**src/rtl/bcs_pkg.sv**
```systemverilog
package bcs_pkg;
  typedef enum logic [2:0] {
    K_FETCH = 3'd0,
    K_MRD   = 3'd1,
    K_MWR   = 3'd2,
    K_IRD   = 3'd3,
    K_IWR   = 3'd4
  } kind_e;

  typedef enum logic [2:0] {
    S_IDLE, S_T1, S_T2, S_TWA, S_TW, S_T3, S_T4, S_HOLD
  } tstate_e;

  function automatic kind_e decode_kind(input logic [2:0] code);
    case (code)
      3'd0: decode_kind = K_FETCH;
      3'd2: decode_kind = K_MWR;
      3'd3: decode_kind = K_IRD;
      3'd4: decode_kind = K_IWR;
      default: decode_kind = K_MRD;
    endcase
  endfunction
endpackage

```
**src/rtl/bcs_rfsh_ctr.sv**
```systemverilog
module bcs_rfsh_ctr #(
  parameter int RW = 7
) (
  input  logic          clk,
  input  logic          rst_n,
  input  logic          inc,
  output logic [RW-1:0] cnt
);
  always_ff @(posedge clk or negedge rst_n) begin
    if (!rst_n) cnt <= '0;
    else if (inc) cnt <= cnt + 1'b1;
  end


  cnt_step_chk: assert property (@(posedge clk) disable iff (!rst_n)
    inc |=> cnt == $past(cnt) + 1'b1);

  cnt_hold_chk: assert property (@(posedge clk) disable iff (!rst_n)
    !inc |=> $stable(cnt));
endmodule

```
**src/rtl/bcs_tstate_fsm.sv**
```systemverilog
module bcs_tstate_fsm
  import bcs_pkg::*;
#(
  parameter int AW = 16,
  parameter int DW = 8
) (
  input  logic          clk,
  input  logic          rst_n,
  input  logic          req_valid,
  input  logic [2:0]    req_kind,
  input  logic [AW-1:0] req_addr,
  input  logic [DW-1:0] req_wdata,
  input  logic          wait_n,
  input  logic          busrq_n,
  output logic          req_ready,
  output tstate_e       st,
  output kind_e         kind,
  output logic [AW-1:0] addr_q,
  output logic [DW-1:0] wdata_q,
  output logic          latch_en,
  output logic          rfsh_inc
);
  tstate_e nxt;
  logic    is_io, is_fetch, is_wr, last_t;

  assign is_fetch  = (kind == K_FETCH);
  assign is_io     = (kind == K_IRD) || (kind == K_IWR);
  assign is_wr     = (kind == K_MWR) || (kind == K_IWR);
  assign last_t    = (st == S_T4) || (st == S_T3 && !is_fetch);
  assign req_ready = (st == S_IDLE) && busrq_n;

  always_comb begin
    nxt = st;
    case (st)
      S_IDLE:  if (!busrq_n) nxt = S_HOLD;
               else if (req_valid) nxt = S_T1;
      S_T1:    nxt = S_T2;
      S_T2:    if (is_io) nxt = S_TWA;
               else nxt = wait_n ? S_T3 : S_TW;
      S_TWA,
      S_TW:    nxt = wait_n ? S_T3 : S_TW;
      S_T3:    if (is_fetch) nxt = S_T4;
               else nxt = busrq_n ? S_IDLE : S_HOLD;
      S_T4:    nxt = busrq_n ? S_IDLE : S_HOLD;
      S_HOLD:  if (busrq_n) nxt = S_IDLE;
      default: nxt = S_IDLE;
    endcase
  end

  always_ff @(posedge clk or negedge rst_n) begin
    if (!rst_n) begin
      st      <= S_IDLE;
      kind    <= K_FETCH;
      addr_q  <= '0;
      wdata_q <= '0;
    end else begin
      st <= nxt;
      if (req_valid && req_ready) begin
        kind    <= decode_kind(req_kind);
        addr_q  <= req_addr;
        wdata_q <= req_wdata;
      end
    end
  end

  assign latch_en = (is_fetch && (st == S_T2 || st == S_TW) && nxt == S_T3)
                 || (!is_fetch && !is_wr && st == S_T3);
  assign rfsh_inc = is_fetch && (st == S_T4);


  io_auto_wait_chk: assert property (@(posedge clk) disable iff (!rst_n)
    (st == S_T2 && is_io) |=> st == S_TWA);

  wait_hold_chk: assert property (@(posedge clk) disable iff (!rst_n)
    ((st == S_TW || st == S_TWA) && !wait_n) |=> st == S_TW);

  accept_chk: assert property (@(posedge clk) disable iff (!rst_n)
    (req_valid && req_ready) |=> st == S_T1);

  hold_exit_chk: assert property (@(posedge clk) disable iff (!rst_n)
    (st == S_HOLD && busrq_n) |=> st == S_IDLE);

  end_only_hold_chk: assert property (@(posedge clk) disable iff (!rst_n)
    (st != S_HOLD && !last_t && st != S_IDLE) |=> st != S_HOLD);
endmodule

```
**src/rtl/bcs_strobe_gen.sv**
```systemverilog
module bcs_strobe_gen
  import bcs_pkg::*;
#(
  parameter int AW = 16,
  parameter int DW = 8,
  parameter int RW = 7,
  localparam int PGW = AW - RW - 1
) (
  input  logic           clk,
  input  logic           rst_n,
  input  tstate_e        st,
  input  kind_e          kind,
  input  logic [AW-1:0]  addr_q,
  input  logic [DW-1:0]  wdata_q,
  input  logic [RW-1:0]  rcnt,
  input  logic           rmsb,
  input  logic [PGW-1:0] page,
  output logic [AW-1:0]  addr_out,
  output logic           addr_oe,
  output logic [DW-1:0]  data_out,
  output logic           data_oe,
  output logic           ctrl_oe,
  output logic           m1_n,
  output logic           mreq_n,
  output logic           iorq_n,
  output logic           rd_n,
  output logic           wr_n,
  output logic           rfsh_n,
  output logic           busak_n
);
  logic fetch, mrd, mwr, ird, iwr;
  logic pre, act, t3, rf_slot, hold;

  assign fetch = (kind == K_FETCH);
  assign mrd   = (kind == K_MRD);
  assign mwr   = (kind == K_MWR);
  assign ird   = (kind == K_IRD);
  assign iwr   = (kind == K_IWR);

  assign pre     = (st == S_T1) || (st == S_T2) || (st == S_TW);
  assign act     = (st == S_T2) || (st == S_TWA) || (st == S_TW) || (st == S_T3);
  assign t3      = (st == S_T3);
  assign rf_slot = fetch && (t3 || st == S_T4);
  assign hold    = (st == S_HOLD);

  assign m1_n   = !(fetch && pre);
  assign mreq_n = !((fetch && (pre || t3)) || (mrd && (pre || t3)) || (mwr && act));
  assign iorq_n = !((ird || iwr) && act);
  assign rd_n   = !((fetch && pre) || (mrd && (pre || t3)) || (ird && act));
  assign wr_n   = !((mwr || iwr) && act);
  assign rfsh_n = !rf_slot;

  assign addr_out = rf_slot ? {page, rmsb, rcnt} : addr_q;
  assign data_out = wdata_q;
  assign data_oe  = (mwr || iwr) && (st == S_T1 || act);
  assign addr_oe  = !hold;
  assign ctrl_oe  = !hold;
  assign busak_n  = !hold;


  rfsh_no_rd_chk: assert property (@(posedge clk) disable iff (!rst_n)
    !rfsh_n |-> (rd_n && m1_n));

  wr_with_req_chk: assert property (@(posedge clk) disable iff (!rst_n)
    !wr_n |-> (data_oe && (!mreq_n || !iorq_n)));

  one_space_chk: assert property (@(posedge clk) disable iff (!rst_n)
    !(!mreq_n && !iorq_n));
endmodule

```
**src/rtl/bus_cycle_seq.sv**
```systemverilog
module bus_cycle_seq
  import bcs_pkg::*;
#(
  parameter int AW = 16,
  parameter int DW = 8,
  parameter int RW = 7
) (
  input  logic             clk,
  input  logic             rst_n,
  input  logic             req_valid,
  output logic             req_ready,
  input  logic [2:0]       req_kind,
  input  logic [AW-1:0]    req_addr,
  input  logic [DW-1:0]    req_wdata,
  input  logic             rfsh_msb,
  input  logic [AW-RW-2:0] int_page,
  output logic             rsp_valid,
  output logic [DW-1:0]    rsp_data,
  output logic [AW-1:0]    addr_out,
  output logic             addr_oe,
  input  logic [DW-1:0]    data_in,
  output logic [DW-1:0]    data_out,
  output logic             data_oe,
  output logic             ctrl_oe,
  output logic             m1_n,
  output logic             mreq_n,
  output logic             iorq_n,
  output logic             rd_n,
  output logic             wr_n,
  output logic             rfsh_n,
  input  logic             wait_n,
  input  logic             busrq_n,
  output logic             busak_n
);
  tstate_e       st;
  kind_e         kind;
  logic [AW-1:0] addr_q;
  logic [DW-1:0] wdata_q;
  logic          latch_en, rfsh_inc;
  logic [RW-1:0] rcnt;

  bcs_tstate_fsm #(.AW(AW), .DW(DW)) u_fsm (
    .clk(clk), .rst_n(rst_n), .req_valid(req_valid), .req_kind(req_kind),
    .req_addr(req_addr), .req_wdata(req_wdata), .wait_n(wait_n),
    .busrq_n(busrq_n), .req_ready(req_ready), .st(st), .kind(kind),
    .addr_q(addr_q), .wdata_q(wdata_q), .latch_en(latch_en),
    .rfsh_inc(rfsh_inc)
  );

  bcs_rfsh_ctr #(.RW(RW)) u_rctr (
    .clk(clk), .rst_n(rst_n), .inc(rfsh_inc), .cnt(rcnt)
  );

  bcs_strobe_gen #(.AW(AW), .DW(DW), .RW(RW)) u_strb (
    .clk(clk), .rst_n(rst_n), .st(st), .kind(kind), .addr_q(addr_q),
    .wdata_q(wdata_q), .rcnt(rcnt), .rmsb(rfsh_msb), .page(int_page),
    .addr_out(addr_out), .addr_oe(addr_oe), .data_out(data_out),
    .data_oe(data_oe), .ctrl_oe(ctrl_oe), .m1_n(m1_n), .mreq_n(mreq_n),
    .iorq_n(iorq_n), .rd_n(rd_n), .wr_n(wr_n), .rfsh_n(rfsh_n),
    .busak_n(busak_n)
  );

  always_ff @(posedge clk or negedge rst_n) begin
    if (!rst_n) begin
      rsp_valid <= 1'b0;
      rsp_data  <= '0;
    end else begin
      rsp_valid <= latch_en;
      if (latch_en) rsp_data <= data_in;
    end
  end


  hold_float_chk: assert property (@(posedge clk) disable iff (!rst_n)
    !busak_n |-> (!addr_oe && !ctrl_oe && !data_oe && !req_ready));

  rsp_after_rd_chk: assert property (@(posedge clk) disable iff (!rst_n)
    rsp_valid |-> $past(!rd_n));
endmodule

```
**config.mk**
```make
export PLATFORM = sky130hd
export DESIGN_NAME = bus_cycle_seq
export DESIGN_NICKNAME = d
export VERILOG_FILES = /design/src/rtl/bcs_pkg.sv /design/src/rtl/bcs_rfsh_ctr.sv /design/src/rtl/bcs_tstate_fsm.sv /design/src/rtl/bcs_strobe_gen.sv /design/src/rtl/bus_cycle_seq.sv
export SDC_FILE = /design/constraint.sdc
export NUM_CORES = 1
export LEC_CHECK = 0
export ABC_CLOCK_PERIOD_IN_PS = 3500
export CAP_MARGIN = 25
export CORE_UTILIZATION = 47
export CTS_CLUSTER_DIAMETER = 120
export CTS_CLUSTER_SIZE = 30
export DETAILED_ROUTE_END_ITERATION = 10
export PLACE_DENSITY = 0.85
export SLEW_MARGIN = 15
export SYNTH_ARGS = -nofsm -noshare
export SYNTH_HDL_FRONTEND = slang
export SYNTH_SLANG_ARGS = --single-unit
export TNS_END_PERCENT = 100
```
**constraint.sdc**
```tcl
create_clock -name clk -period 3.5 [get_ports clk]
set_input_delay 0.7 -clock clk [delete_from_list [all_inputs] [get_ports clk]]
set_output_delay 0.7 -clock clk [all_outputs]
set_load 0.1 [all_outputs]
```
==> impl_metrics.csv, run 1 <==
group,metric,value,unit
synthesis,muxShareOfSynthArea,0.227,
grt,grt_pass1_wl,8790,um
grt,grt_max_degree,47,
synthesis,yosys_warnings,0,
synthesis,synthCells,217,
clock_tree,post_cts_buffers,0,
drt,vias,1934,
job,drv_cap,0,
hold_path,holdCritPathClass,"primary input to async pin",
floorplanning,rows,25,
synthesis,synth_compound_area_frac,0.0955,
timing,relSlewSlack,0.346,
clock_tree,clkTransAtPathRegs,0.08,ns
setup_path,arrival,2.15,ns
cells_and_area,insertedDiodeCount,0,
grt,grt_overflow,0,
drt,wl_per_cell,14.6,um
drt,routed_wl,5450,um
status,outcome,"finished clean",
grt,grt_usage,0.211,
synthesis,synth_xor_area_frac,0.0367,
placement,portBuffers,92,
clock_tree,cts-root-buf,"clkbuf_8",
timing,setup_viol,0,
synthesis,syn_nets,268,
setup_path,path_class,"flip-flop to output pin",
timing,period_share,0.815,
floorplanning,dieArea,0.00536,mm2
setup_path,critPathCaptureType,"output pin",
synthesis,synth_fa_ha_area_frac,0.0105,
cells_and_area,nFillCells,363,
setup_path,worstReg2RegStart,"u_fsm.st[2]",
drt,drc,0,
clock_tree,cts.repair.resized,0,
drt,vias_per_cell,5.18,
clock_tree,clock_sinks,46,
drt,final_antenna_net_count,0,
cells_and_area,drive_gt1_frac,0.258,
clock_tree,clk_latency,0.29,ns
timing,setup_tns,0,ns
timing,hold_viol_final,0,
clock_tree,cts.path.max_buffers,2,
placement,hpwl,3860,um
grt,antenna_found_initial,0,
timing,slew_violations,0,
synthesis,syn_area,0.00238,mm2
grt,grt_pass1_vias,1931,
cells_and_area,final_core_util,0.744,
synthesis,synthSimpleGateAreaFrac,0.0966,
clock_tree,cts_buffers,5,
clock_tree,cts.htree.levels,2,
setup_path,cp-start-kind,"flip-flop",
floorplanning,die_width,73.2,um
synthesis,synth_top_family_by_area,"multiplexers",
setup_path,crit_required,2.80,ns
setup_path,reg2reg_depth,6,
timing,clock.fmax,351,MHz
synthesis,postSynthAreaPerCell,11.0,um2
setup_path,worstPathMaxFanout,17,
cells_and_area,layout_common_cells,"64 x clkdlybuf4s50_1, 46 x dfrtp_1, 41 x mux2_2",
floorplanning,dieHeight,73.2,um
timing,skew,0.00307,ns
cells_and_area,fin_nets,356,
synthesis,ys_ff_latch,46,
synthesis,synth_cell_types,37,
cells_and_area,area_growth,49.4,%
floorplanning,core-area,0.00479,mm2
setup_path,r2r_slack,0.97,ns
drt,drtPass1Iterations,4,
placement,gp_congestion,0.930,
floorplanning,initial_core_util,0.498,
synthesis,ys_seq_area_frac,0.483,
drt,drt_iter0_drc,75,
timing,period_needed,2.85,ns
timing,worst_pin_slew,0.979,ns
timing,rsz0062_at_grt,"false",
setup_path,r2r-end,"rsp_data[3]",
clock_tree,cts_hold_buf,0,
floorplanning,ios,93,
clock_tree,cts_tree,"yes",
cells_and_area,mostFrequentLayoutCell,"clkdlybuf4s50_1",
-- worst max path at each step --
stage	start	endpoint	slack, ns	depth (start not counted)
after floorplan	u_fsm.st[2]	u_fsm.wdata_q[0]	0.38	6
after global placement	busrq_n	req_ready	1.05	4
after detailed placement	busrq_n	req_ready	1.01	4
after CTS	u_fsm.kind[1]	addr_out[15]	0.68	5
after global routing	u_fsm.kind[1]	addr_out[6]	0.56	5
final	u_fsm.kind[1]	addr_out[3]	0.65	5
-- synth_stat cells --
cell type  count  area [um2]
dfrtp_1       46        1150
mux2_2        41         462
o21ai_0       17        85.1
nand2_1       15        56.3
inv_1         12        45.0
nor2_1        12        45.0
mux2i_1        8        80.1
buf_2          6        30.0
xnor2_1        5        43.8
xor2_1         5        43.8
a21oi_1        4        20.0
clkbuf_1       4        15.0
nand3_1        4        20.0
nor2b_1        3        18.8
o211ai_1       3        22.5
a211oi_1       2        15.0
a21o_1         2        15.0
a31oi_1        2        12.5
and3b_1        2        17.5
buf_4          2        15.0
ha_1           2        25.0
nand2b_1       2        12.5
nand4_1        2        12.5
nor3b_1        2        15.0
or4_1          2        15.0
a2111oi_0      1        8.76
a221o_1        1        10.0
buf_1          1        3.75
buf_6          1        11.3
nor3_1         1        5.00
nor4_1         1        6.26
o21a_1         1        7.51
o21bai_1       1        7.51
o22ai_1        1        6.26
o311ai_0       1        8.76
o31a_1         1        8.76
or3_1          1        6.26
-- routing by layer --
layer / vias to the layer above / wire length [um] / global-route usage
li1: 942 / - / -
met1: 911 / 2420 / 0.278
met2: 71 / 2650 / 0.342
met3: 10 / 305 / 0.0525
met4: 0 / 70 / 0.0697
met5: - / 0 / 0
-- worst max-delay path, cell delays in order (launching register included) --
cell	delay, ns
dfrtp_1	0.51
nor3_1	0.45
nand3_1	0.14
buf_4	0.26
mux2_2	0.32
buf_12	0.17
-- metrics by stage --
stage | hold WS [ns] | instance area [um2] | std cells | setup WS, ns
floorplan | 0.404 | 2380 | 217 | 0.384
global placement | 0.464 | 3460 | 364 | 1.05
detailed placement | 0.480 | 3460 | 364 | 1.01
CTS | 0.497 | 3540 | 372 | 0.682
global route | 0.378 | 3560 | 373 | 0.560
finish | 0.352 | 3560 | 373 | 0.648
-- cells by family after synthesis --
logic type,count (synthesis)
AOI/OAI and AO/OA,37
xor gates and xnor gates,10
adders and majority gates,2
buffers and inverters,26
DFF,46
muxes,49
and+or+nand+nor,47
-- registers in the layout (all words and copies together), names as in the netlist --
| signal | cells |
|---|---|
| u_fsm.wdata_q | 8 |
| u_fsm.addr_q | 16 |
| u_fsm.st | 3 |
| rsp_valid | 1 |
| rsp_data | 8 |
| u_rctr.cnt | 7 |
| u_fsm.kind | 3 |
-- cell type report --
class / instances / area (um2) / area share
sequential: 46 / 1150 / 0.323
multi-input combinational: 145 / 1110 / 0.312
timing repair buffer: 95 / 1080 / 0.304
tap: 67 / 83.8 / 0.0235
clock buffer: 6 / 72.6 / 0.0204
inverter: 12 / 45.0 / 0.0126
clock inverter: 2 / 13.8 / 0.00386
Power of run 1 is left out: the tool's default activity adds up to more than one toggle a clock period on the data nets, which glitch-free logic cannot reach.
==> inputs of run 2 (changes only) <==
Settings changed: ABC_CLOCK_PERIOD_IN_PS 3500 to 2690, CORE_UTILIZATION 47 to 44, PLACE_DENSITY 0.85 to 0.81.
Clock period 3.5 ns to 2.69 ns, I/O delays scaled along.
==> run 2 against run 1 <==
Net effect:
- core utilization decreased by 3.1 points
- die area increased by 6.6%
- hold slack got worse by 0.31 ns
- sequential share of layout area decreased by 1.1 points
- routed wire length decreased by 3.0%
- clock skew increased by 0.0029 ns
- non-clock buffer count increased by 5
- count of clock-buffer cells in the layout unchanged
- register-to-register slack got worse by 0.57 ns
- worst setup slack got worse by 0.49 ns
- design area increased by 3.6%
==> impl_metrics.csv, run 2 (synthesis gave the netlist of run 1 again) <==
group,metric,value,unit
floorplanning,initial_core_util,0.461,
timing,period_needed,2.54,ns
setup_path,path_class,"flip-flop to output pin",
cells_and_area,layout_common_cells,"47 x clkdlybuf4s50_1, 46 x dfrtp_1, 41 x mux2_2",
drt,final_antenna_net_count,0,
drt,routed_wl,5290,um
clock_tree,cts_hold_buf,0,
drt,drt_iter0_drc,44,
setup_path,critPathCaptureType,"output pin",
clock_tree,cts.repair.resized,0,
timing,holdWs,0.0455,ns
setup_path,crit_start,"u_fsm.st[2]",
setup_path,r2r_slack,0.40,ns
timing,setup_viol,0,
floorplanning,core-area,0.00517,mm2
timing,clock.fmax,394,MHz
job,drv_cap,0,
timing,rsz0062_at_grt,"false",
grt,grt_pass1_vias,1776,
clock_tree,clk_latency,0.29,ns
drt,drc,0,
hold_path,holdCritPathClass,"primary input to async pin",
clock_tree,clock_sinks,46,
grt,grt_overflow,0,
placement,gp_congestion,0.943,
drt,wl_per_cell,13.9,um
drt,vias_per_cell,5.01,
timing,slew_violations,0,
floorplanning,dieArea,0.00572,mm2
setup_path,crit_path_end,"rd_n",
timing,hold_viol_final,0,
floorplanning,rows,26,
timing,period_share,0.943,
clock_tree,cts.path.max_buffers,2,
cells_and_area,largest_reg_flops,16,
clock_tree,cts_tree,"yes",
timing,worst_pin_slew,0.557,ns
placement,portBuffers,92,
setup_path,cp-start-kind,"flip-flop",
cells_and_area,mostFrequentLayoutCell,"clkdlybuf4s50_1",
clock_tree,post_cts_buffers,0,
cells_and_area,insertedDiodeCount,0,
timing,relSlewSlack,0.627,
floorplanning,die_width,75.6,um
cells_and_area,fin_nets,361,
grt,grt_max_degree,31,
clock_tree,cts.htree.levels,2,
cells_and_area,largestRegisters,"u_fsm.addr_q: 16 flops, rsp_data: 8 flops, u_fsm.wdata_q: 8 flops",
drt,vias,1904,
clock_tree,cts_buffers,5,
setup_path,worstReg2RegStart,"u_fsm.st[2]",
clock_tree,cts-root-buf,"clkbuf_8",
timing,skew,0.00600,ns
setup_path,worstPathMaxFanout,12,
setup_path,reg2reg_depth,6,
grt,grt_pass1_wl,8090,um
setup_path,crit_required,2.15,ns
placement,hpwl,4050,um
status,outcome,"finished clean",
setup_path,arrival,2.00,ns
clock_tree,clkTransAtPathRegs,0.08,ns
drt,drtPass1Iterations,4,
setup_path,r2r-end,"rsp_data[1]",
cells_and_area,final_core_util,0.713,
floorplanning,ios,93,
cells_and_area,area_growth,54.8,%
grt,grt_usage,0.186,
cells_and_area,top_register,"u_fsm.addr_q",
grt,antenna_found_initial,0,
cells_and_area,drive_gt1_frac,0.329,
floorplanning,dieHeight,75.6,um
-- run 2: changes by cell type in the layout (fill, tap and decap cells not counted) --
| cell | delta |
|---|---|
| clkinv_4 | -1 |
| clkbuf_8 | +1 |
| bufinv_16 | +1 |
| clkinv_2 | -1 |
| buf_12 | +8 |
| nor2_1 | -1 |
| nor2_2 | +1 |
| buf_4 | +14 |
| clkdlybuf4s50_1 | -17 |
| clkbuf_1 | -1 |
-- run 2: layout make-up --
cell class	count	area (um2)
Clock buffer	6	82.6
Inverter	12	45.0
Sequential cell	46	1150
Tap cell	70	87.6
Clock inverter	1	30.0
Fill cell	395	1480
Timing Repair Buffer	100	1180
Multi-Input combinational cell	145	1110
-- run 2: critical path, stage by stage, from the launching register on --
cell	delay [ns]
dfrtp_1	0.51
buf_4	0.23
or3_1	0.38
nand2_1	0.12
a31oi_1	0.05
o21ai_1	0.21
buf_12	0.21
-- run 2: worst min-delay path by stage --
stage	from	end	slack [ns]	cells past startpoint
4_1_cts	rst_n	rsp_data[0]	0.04	1
2_1_floorplan	rst_n	rsp_data[0]	0.24	0
5_1_grt	rst_n	rsp_data[7]	0.04	1
3_5_place_dp	rst_n	rsp_data[7]	0.36	1
6_report	rst_n	rsp_data[0]	0.05	1
3_3_place_gp	rst_n	rsp_data[0]	0.36	1
-- run 2: layer usage --
layer  track usage  part of all wire  vias to the layer above
met5             0                 0                        -
met4        0.0309            0.0064                        0
met3        0.0450             0.051                        6
met2         0.319              0.50                       59
met1         0.243              0.44                      900
li1              -                 -                      939
-- run 2: through the flow --
stage	TNS (ns)	area, um2	instances	worst slack [ns]
after floorplan	-0.368	2400	217	-0.221
after global placement	0	3580	373	0.480
after detailed placement	0	3580	373	0.399
after CTS	0	3690	380	0.152
after global routing	0	3690	380	0.0346
final	0	3690	380	0.153
Power of run 2 is left out for the same reason.
